===== src/rtl/wake_agg_pkg.sv =====
package wake_agg_pkg;
    // Register map byte offsets (word stride of 4)
    localparam int unsigned PEND_BASE  = 32'h10;
    localparam int unsigned EN_BASE    = 32'h40;
    localparam int unsigned MUXEN_BASE = 32'hC0;

    // Default existence mask for the 128 muxed lines, word 3 first
    localparam logic [127:0] DEFAULT_MUX_VALID =
        {32'h0000_000F, 32'hFFFF_FFFF, 32'hFFF8_0000, 32'hFFFF_FFFF};
endpackage


===== src/rtl/wake_src_gather.sv =====
module wake_src_gather #(
    parameter int unsigned TOP_BITS   = 64,
    parameter int unsigned NUM_DIRECT = 18,
    parameter int unsigned MUX_BITS   = 128,
    parameter int unsigned GROUP_SIZE = 8,
    parameter int unsigned MUX_BASE   = 19,
    parameter logic [MUX_BITS-1:0] MUX_VALID = '1
) (
    input  logic                  nmi_i,
    input  logic [NUM_DIRECT-1:0] direct_i,
    input  logic [MUX_BITS-1:0]   mux_i,
    input  logic [MUX_BITS-1:0]   muxen_i,
    output logic [TOP_BITS-1:0]   src_o
);
    localparam int unsigned GROUPS   = MUX_BITS / GROUP_SIZE;
    localparam int unsigned MUX_LAST = MUX_BASE + GROUPS;

    // Gated muxed lines: both enable and existence are required
    logic [MUX_BITS-1:0] mux_gated;
    assign mux_gated = mux_i & muxen_i & MUX_VALID;

    assign src_o[0] = nmi_i;
    assign src_o[NUM_DIRECT:1] = direct_i;

    if (MUX_BASE > NUM_DIRECT + 1) begin : g_gap
        assign src_o[MUX_BASE-1:NUM_DIRECT+1] = '0;
    end

    for (genvar g = 0; g < GROUPS; g++) begin : g_group
        assign src_o[MUX_BASE+g] = |mux_gated[g*GROUP_SIZE +: GROUP_SIZE];
    end

    if (TOP_BITS > MUX_LAST) begin : g_unsourced
        assign src_o[TOP_BITS-1:MUX_LAST] = '0;
    end
endmodule


===== src/rtl/wake_cfg_regs.sv =====
module wake_cfg_regs #(
    parameter int unsigned TOP_BITS   = 64,
    parameter int unsigned MUX_BITS   = 128,
    parameter int unsigned AW         = 8,
    parameter int unsigned EN_BASE    = 32'h40,
    parameter int unsigned MUXEN_BASE = 32'hC0,
    parameter logic [MUX_BITS-1:0] MUX_VALID = '1
) (
    input  logic                clk_i,
    input  logic                rst_ni,
    input  logic                we_i,
    input  logic [AW-1:0]       addr_i,
    input  logic [31:0]         wdata_i,
    output logic [TOP_BITS-1:0] en_o,
    output logic [MUX_BITS-1:0] muxen_o
);
    localparam int unsigned EN_WORDS  = TOP_BITS / 32;
    localparam int unsigned MUX_WORDS = MUX_BITS / 32;

    typedef struct packed {
        logic [TOP_BITS-1:0] en;
        logic [MUX_BITS-1:0] muxen;
    } cfg_t;

    cfg_t cfg_d, cfg_q;

    always_comb begin
        cfg_d = cfg_q;
        if (we_i) begin
            for (int w = 0; w < EN_WORDS; w++) begin
                if (addr_i == AW'(EN_BASE + 4 * w))
                    cfg_d.en[w*32 +: 32] = wdata_i;
            end
            for (int w = 0; w < MUX_WORDS; w++) begin
                if (addr_i == AW'(MUXEN_BASE + 4 * w))
                    cfg_d.muxen[w*32 +: 32] = wdata_i & MUX_VALID[w*32 +: 32];
            end
        end
    end

    always_ff @(posedge clk_i or negedge rst_ni) begin
        if (!rst_ni) cfg_q <= '0;
        else         cfg_q <= cfg_d;
    end

    assign en_o    = cfg_q.en;
    assign muxen_o = cfg_q.muxen;

    assert_reset_clear_R1: assert property (@(posedge clk_i)
        $rose(rst_ni) |-> (cfg_q.en == '0 && cfg_q.muxen == '0));

    assert_en_write_R2: assert property (@(posedge clk_i) disable iff (!rst_ni)
        (we_i && addr_i == AW'(EN_BASE)) |=> (cfg_q.en[31:0] == $past(wdata_i)));

    assert_invalid_mux_zero_R4: assert property (@(posedge clk_i) disable iff (!rst_ni)
        (cfg_q.muxen & ~MUX_VALID) == '0);
endmodule


===== src/rtl/wake_rd_mux.sv =====
module wake_rd_mux #(
    parameter int unsigned TOP_BITS   = 64,
    parameter int unsigned MUX_BITS   = 128,
    parameter int unsigned AW         = 8,
    parameter int unsigned PEND_BASE  = 32'h10,
    parameter int unsigned EN_BASE    = 32'h40,
    parameter int unsigned MUXEN_BASE = 32'hC0
) (
    input  logic [AW-1:0]       addr_i,
    input  logic [TOP_BITS-1:0] pend_i,
    input  logic [TOP_BITS-1:0] en_i,
    input  logic [MUX_BITS-1:0] muxen_i,
    output logic [31:0]         rdata_o
);
    localparam int unsigned EN_WORDS  = TOP_BITS / 32;
    localparam int unsigned MUX_WORDS = MUX_BITS / 32;

    always_comb begin
        rdata_o = '0;
        for (int w = 0; w < EN_WORDS; w++) begin
            if (addr_i == AW'(PEND_BASE + 4 * w)) rdata_o = pend_i[w*32 +: 32];
            if (addr_i == AW'(EN_BASE + 4 * w))   rdata_o = en_i[w*32 +: 32];
        end
        for (int w = 0; w < MUX_WORDS; w++) begin
            if (addr_i == AW'(MUXEN_BASE + 4 * w)) rdata_o = muxen_i[w*32 +: 32];
        end
    end
endmodule


===== src/rtl/wake_agg_ctrl.sv =====
module wake_agg_ctrl
    import wake_agg_pkg::*;
#(
    parameter int unsigned TOP_BITS   = 64,
    parameter int unsigned NUM_DIRECT = 18,
    parameter int unsigned MUX_BITS   = 128,
    parameter int unsigned GROUP_SIZE = 8,
    parameter int unsigned MUX_BASE   = 19,
    parameter int unsigned AW         = 8,
    parameter logic [MUX_BITS-1:0] MUX_VALID = DEFAULT_MUX_VALID
) (
    input  logic                  clk_i,
    input  logic                  rst_ni,
    input  logic                  nmi_i,
    input  logic [NUM_DIRECT-1:0] direct_irq_i,
    input  logic [MUX_BITS-1:0]   mux_irq_i,
    input  logic                  reg_we_i,
    input  logic [AW-1:0]         reg_addr_i,
    input  logic [31:0]           reg_wdata_i,
    output logic [31:0]           reg_rdata_o,
    output logic                  wake_o
);
    localparam int unsigned MUX_LAST = MUX_BASE + MUX_BITS / GROUP_SIZE;

    typedef struct packed {
        logic [TOP_BITS-1:0] src;
    } samp_t;

    samp_t samp_d, samp_q;

    logic [TOP_BITS-1:0] src_w;
    logic [TOP_BITS-1:0] en_w;
    logic [MUX_BITS-1:0] muxen_w;
    logic [TOP_BITS-1:0] pend_w;

    wake_cfg_regs #(
        .TOP_BITS(TOP_BITS), .MUX_BITS(MUX_BITS), .AW(AW),
        .EN_BASE(EN_BASE), .MUXEN_BASE(MUXEN_BASE), .MUX_VALID(MUX_VALID)
    ) cfg_i (
        .clk_i(clk_i), .rst_ni(rst_ni), .we_i(reg_we_i), .addr_i(reg_addr_i),
        .wdata_i(reg_wdata_i), .en_o(en_w), .muxen_o(muxen_w)
    );

    wake_src_gather #(
        .TOP_BITS(TOP_BITS), .NUM_DIRECT(NUM_DIRECT), .MUX_BITS(MUX_BITS),
        .GROUP_SIZE(GROUP_SIZE), .MUX_BASE(MUX_BASE), .MUX_VALID(MUX_VALID)
    ) gather_i (
        .nmi_i(nmi_i), .direct_i(direct_irq_i), .mux_i(mux_irq_i),
        .muxen_i(muxen_w), .src_o(src_w)
    );

    always_comb begin
        samp_d     = samp_q;
        samp_d.src = src_w;
    end

    always_ff @(posedge clk_i or negedge rst_ni) begin
        if (!rst_ni) samp_q <= '0;
        else         samp_q <= samp_d;
    end

    assign pend_w = samp_q.src & en_w;
    assign wake_o = |pend_w;

    wake_rd_mux #(
        .TOP_BITS(TOP_BITS), .MUX_BITS(MUX_BITS), .AW(AW),
        .PEND_BASE(PEND_BASE), .EN_BASE(EN_BASE), .MUXEN_BASE(MUXEN_BASE)
    ) rd_i (
        .addr_i(reg_addr_i), .pend_i(pend_w), .en_i(en_w),
        .muxen_i(muxen_w), .rdata_o(reg_rdata_o)
    );

    assert_nmi_sample_R5: assert property (@(posedge clk_i) disable iff (!rst_ni)
        $past(rst_ni) |-> (samp_q.src[0] == $past(nmi_i)));

    assert_wake_needs_enable_R8: assert property (@(posedge clk_i) disable iff (!rst_ni)
        wake_o |-> (|en_w));

    if (TOP_BITS > MUX_LAST) begin : g_chk_unsourced
        assert_unsourced_quiet_R9: assert property (@(posedge clk_i) disable iff (!rst_ni)
            pend_w[TOP_BITS-1:MUX_LAST] == '0);
    end
endmodule


===== config.mk =====
export PLATFORM = sky130hd
export DESIGN_NAME = wake_agg_ctrl
export DESIGN_NICKNAME = d
export VERILOG_FILES = /design/src/rtl/wake_agg_pkg.sv /design/src/rtl/wake_src_gather.sv /design/src/rtl/wake_cfg_regs.sv /design/src/rtl/wake_rd_mux.sv /design/src/rtl/wake_agg_ctrl.sv
export SDC_FILE = /design/constraint.sdc
export NUM_CORES = 1
export LEC_CHECK = 0
export BUFFER_PORTS_ARGS = -buffer_cell sky130_fd_sc_hd__buf_4
export CAP_MARGIN = 10
export CORE_MARGIN = 2
export CORE_UTILIZATION = 40
export CTS_CLUSTER_DIAMETER = 150
export DETAILED_ROUTE_END_ITERATION = 8
export GPL_TIMING_DRIVEN = 0
export PLACE_DENSITY_LB_ADDON = 0.2
export SYNTH_ARGS = -nofsm -noshare
export SYNTH_HDL_FRONTEND = slang
export SYNTH_SLANG_ARGS = --single-unit

===== constraint.sdc =====
create_clock -name clk_i -period 3.11 [get_ports clk_i]
set_input_delay 0.311 -clock clk_i [delete_from_list [all_inputs] [get_ports clk_i]]
set_output_delay 0.311 -clock clk_i [all_outputs]
set_load 0.03 [all_outputs]

# --- Word level (Yosys, flattened, before mapping) ---
# Index checks and enable logic that the tools add are counted.
op_classes:
  reduce_logical: 18
  n_eq_ne: 8
  muxes: 8
  bitwise: 2
op_table:
  columns: ["operator", "n"]
  rows:
  - ["two-way mux 32 bit", 8]
  - ["bitwise AND 100 bit", 1]
  - ["OR reduction 8 bit", 9]
  - ["bitwise AND 32 x 64 -> 64 bit", 1]
  - ["OR reduction 64 bit", 1]
  - ["== test 8 bit, second input constant", 4]
  - ["== test 8 x 5 -> 1 bit, second input constant", 2]
  - ["== test 8 x 7 -> 1 bit, second input constant", 2]
  - ["AND reduction 2 bit", 6]
  - ["OR reduction 5 bit", 1]
  - ["OR reduction 4 bit", 1]
totals:
  wordCells: 43
  output_inout_bits: 33
  ff_bits: 175

# --- Longest topological paths before layout ---
depth:
  word_depth: 9
  mapped_depth: 7
  ltp_nobuf: 4

# --- Hierarchy ---
# From an unflattened synthesis, not the netlist that was laid out.
unflattened:
  cells_unflattened: 989
  area_unflattened_um2: 11353.4
modules_own_cells:
  columns: ["mod", "area_per_inst_um2", "seq_area_each_um2", "instances", "cells_per_inst"]
  rows:
  - ["wake_cfg_regs", 5908.2, 3628.5, 1, 365]
  - ["wake_rd_mux", 2476.1, 0.0, 1, 364]
  - ["wake_agg_ctrl", 2200.9, 1601.5, 1, 155]
  - ["wake_src_gather", 768.2, 0.0, 1, 105]

# --- Worst setup path before layout ---
# OpenSTA, ideal clock, no wires.
synth_timing:
  path_type: "input-to-output"
  startpoint: "in reg_addr_i[3]"
  endpoint: "out reg_rdata_o[3]"
  slack_ns: 0.823
  stages: 6
  n_path_buf: 2
  arrival_time_ns: 1.976
  path_cell_list: "buf_6 -> nor4_4 -> buf_2 -> a32oi_1 -> or4_1 -> a21oi_1"
synth_between:
  elab_chain_len: 9
  elab_cells_between_ends: 16
  classes_between: "eq/ne (8); mux (8)"
synth_rtl:
  columns: ["item", "line_no", "source"]
  rows:
  - ["from (decl)", "wake_agg_ctrl.sv:18", "input logic [AW-1:0] reg_addr_i,"]
  - ["== test 8 x 5 -> 1 bit", "wake_rd_mux.sv:21", "if (addr_i == AW'(PEND_BASE + 4 * w)) rdata_o = pend_i[w*32 +: 32];"]
  - ["two-way mux 32 bit", "wake_rd_mux.sv:21", null]
  - ["two-way mux 32 bit", "wake_rd_mux.sv:22", "if (addr_i == AW'(EN_BASE + 4 * w)) rdata_o = en_i[w*32 +: 32];"]
  - ["two-way mux 32 bit", "wake_rd_mux.sv:21", null]
  - ["two-way mux 32 bit", "wake_rd_mux.sv:22", null]
  - ["two-way mux 32 bit (3 in a row)", "wake_rd_mux.sv:25", "if (addr_i == AW'(MUXEN_BASE + 4 * w)) rdata_o = muxen_i[w*32 +: 32];"]
  - ["two-way mux 32 bit *", "wake_rd_mux.sv:25", null]
  - ["to (decl)", "wake_agg_ctrl.sv:20", "output logic [31:0] reg_rdata_o,"]
# Every way passes the cells marked *; elsewhere a longest branch is shown, timed or not.

# --- Worst setup path in the final report ---
layout_timing:
  startpoint: "in reg_addr_i[7]"
  endpoint: "out reg_rdata_o[13]"
# The elaborated chain is that of the path after synthesis.

==> impl_metrics.yaml <==
outcome:
  status: "finished clean"
synthesis:
  synth_async_sr_flop_share_pct: 100
  synth-warning-count: 0
  synth.ff_latch_count: 175
  synth_enable_flop_cells: 0
  synth_seq_area_share_pct: 51.3
  synth_area_per_cell_um2: 11.7
  biggest_area_contributors_in_the_synthesized_netlist: "dfrtp_1 51%, mux2_2 19%, a22oi_1 4.5%"
  mappedNetlistArea_mm2: 0.00854
  yosys.area.top_type: "dfrtp_1"
  postSynthCellCount: 731
  synth_nets: 921
  primary_ff_master_synth: "dfrtp_1"
  yosys.cell_types.count: 42
  yosysTopAreaCellShare_pct: 51.3
sta:
  hold-worst-slack_ns: 0.103
  timing.slew.headroom_pct: 35.9
  final_period_util_pct: 98.0
  max_clock_freq_mhz: 328
  grt_setup_unrepaired: "false"
  final-hold-violation-count: 0
  worst_slew_pin_slew_ns: 0.959
  finalCriticalPeriod_ns: 3.05
  setup_tns_ns: 0
  setup_violations: 0
  report.final.slew_viol_count: 0
  worst_case_clock_skew_ns: 0.0115
layout:
  insertedDiodeCount: 0
  syn_to_final_growth_pct: 29.1
  layout-drive-gt1-share_pct: 39.5
  register_area_mm2: 0.00438
  fin_cells: 1231
  final_area_mm2: 0.0110
  nNetsFinal: 1135
  multi_input_comb_area_mm2: 0.00392
  fillers: 1904
grt:
  met3_usage_pct: 5.48
  grt.busiest_layer: "met2"
  grt_antenna_before_repair: 0
  grt_max_degree: 105
  via_count_of_the_first_global_routing_pass: 7110
  grt.total_usage_pct: 25.4
  global_route.usage.met2_pct: 40.1
  global_routing_usage_on_met1_pct: 35.8
  gr-total-overflow: 0
  grt_pass1_wl_um: 42400
floorplan:
  die-height_um: 150
  placementRows: 53
  die_area_mm2: 0.0225
  starting_density_of_the_core_pct: 40.6
  core_area_mm2: 0.0210
  die_boundary_width_um: 150
  io-pin-count: 223
critical_path:
  endpoint_required_time_on_the_critical_path_ns: 2.80
  timing.reg2reg.worst_path_depth: 2
  worstPathMaxFanout: 10
  start_kind: "primary input"
  path_common_cell: "buf_4"
  slowest_delay_ns: 0.86
  end_kind: "primary output"
  critPathLaunch: "reg_addr_i[7]"
  critPathKind: "primary input to primary output"
  reg2reg_capture_point: "samp_q[30]"
  timing.critical_path.arrival_ns: 2.74
  path_cells: "buf_4 > buf_2 > nor4b_2 > clkbuf_1 > a21oi_1 > o211ai_1 > a22o_1 > buf_4"
  rr_startpoint: "cfg_i.muxen_o[89]"
  ff2ff_setup_slack_ns: 2.12
  worst_setup_path_endpoint: "reg_rdata_o[13]"
  crit_path_top_delay_cell: "nor4b_2"
clock_network:
  numClockSinks: 175
  clock_tree.htree_level_count: 4
  worst_skew_pair.late_latency_ns: 0.43
  root_buffer: "clkbuf_16"
  cts_tree: "yes"
  cts-root-to-sink-buffers: 2
  clk_pin_slew_ns: 0.07
  post_cts.resized_instances: 0
  number_of_buffers_created_by_cts: 17
drt:
  num_vias: 7073
  antenna_nets_post_route: 0
  post-route-drc-count: 0
  drt-initial-drc-count: 518
  detail_route.first_pass.iterations: 6
  routed_wire_length_per_instance_um: 22.7
  detail_route.wirelength_um: 27900
  route.detailed.vias_per_inst: 5.75
job:
  drv_cap: 0
power:
  vdd_ir_drop_max_mv: 0.375
  power.static_leakage_nw: 5.20
  cellPowerDensity_mw_per_mm2: 477
  total_power_w: 0.00526
min_path:
  hold_path_class: "primary input to flip-flop"
placement:
  globalplace.congestion: 0.869
  dpl-instance-area_mm2: 0.0102
  io_buffers: 174
  hpwl_after_detailed_placement_um: 20400
  placedCellCount: 1181
kinds of logic (layout without fill, tap and decap cells):
kind of cell              count (synthesis)  count (layout)  share of synthesized area [%]
AOI/OAI and AO/OA                       200             200                           16.0
xor gates and xnor gates                  1               1                          0.103
DFF                                     175             175                           51.3
buffers and inverters                    50             275                           2.89
muxes                                   161             161                           21.0
and+or+nand+nor                         144             144                           8.77
per-stage QoR:
stage | worst slack [ns] | util [%]
2_1_floorplan | 0.823 | -
3_3_place_gp | 0.189 | 48.5
4_1_cts | 0.152 | 52.4
3_5_place_dp | 0.163 | 48.7
6_report | 0.0615 | 52.4
5_1_grt | 0.0189 | 52.4
synthesized netlist by cell type (3+ instances only):
| cell type | n |
|---|---|
| a21oi_1 | 37 |
| a221oi_1 | 3 |
| a22o_1 | 28 |
| a22oi_1 | 51 |
| a311oi_1 | 4 |
| a32oi_1 | 4 |
| buf_2 | 20 |
| buf_6 | 4 |
| clkbuf_1 | 24 |
| dfrtp_1 | 175 |
| mux2_2 | 143 |
| mux2i_1 | 16 |
| nand2_1 | 50 |
| nand3_1 | 32 |
| nand4_1 | 10 |
| nor2_1 | 26 |
| nor2b_1 | 3 |
| o211ai_1 | 25 |
| o21ai_0 | 39 |
| or4_1 | 6 |
where the power goes:
part,leakage (nW),internal [W],switching (W)
clock,0.285,0.00130,0.000902
combinational,2.55,0.000277,0.000261
sequential,2.37,0.00240,0.000121
total,5.20,0.00398,0.00128
layout by cell type (no fill, tap or decap), types with 16 or more instances in the layout:
cell type      Yosys  layout
dfrtp_1          175     175
buf_4              1     174
mux2_2           143     143
a22oi_1           51      51
nand2_1           50      50
o21ai_0           39      39
a21oi_1           37      37
nand3_1           32      32
a22o_1            28      28
nor2_1            26      26
clkbuf_1          24      26
o211ai_1          25      25
buf_2             20      20
dlygate4sd3_1      0      20
clkbuf_16          0      17
mux2i_1           16      16
layer usage:
metal	up-vias	wire length [µm]
li1	3207	-
met1	3558	12500
met2	279	13100
met3	29	1880
met4	0	375
met5	-	0
cell type report:
| cell class | count | share of cell area, % |
|---|---|---|
| Sequential cell | 175 | 39.7 |
| Buffer | 50 | 2.24 |
| Clock buffer | 21 | 4.18 |
| Tap cell | 275 | 3.12 |
| Multi-Input combinational cell | 506 | 35.5 |
| Timing Repair Buffer | 195 | 14.0 |
| Clock inverter | 9 | 1.24 |
registers in the layout, indices dropped and copies added (netlist names):
register and cells:
samp_q 30, cfg_i.muxen_o 81, cfg_i.en_o 64
worst min path at each step:
stage                     start           endpoint  slack, ns  cells after the start
6_report          mux_irq_i[85]         samp_q[29]       0.10                      3
2_1_floorplan            rst_ni      cfg_i.en_o[0]       0.02                      0
3_5_place_dp             rst_ni  cfg_i.muxen_o[98]       0.31                      1
4_1_cts           mux_irq_i[85]         samp_q[29]       0.09                      3
5_1_grt           mux_irq_i[85]         samp_q[29]       0.11                      3
3_3_place_gp   direct_irq_i[17]         samp_q[18]       0.42                      1
timing repair:
item | CTS | global route
hold buffers | 20 | 0
setup buffers | 0 | 0
endpoints found under the hold margin | 90 | 0
critical path: cells and delay by family:
kind,cells,cell delay (ns)
buf+inv,4,0.93
simple gates,1,0.86
compound gates,3,0.63
No activity file was read; power rests on OpenSTA's default activity.
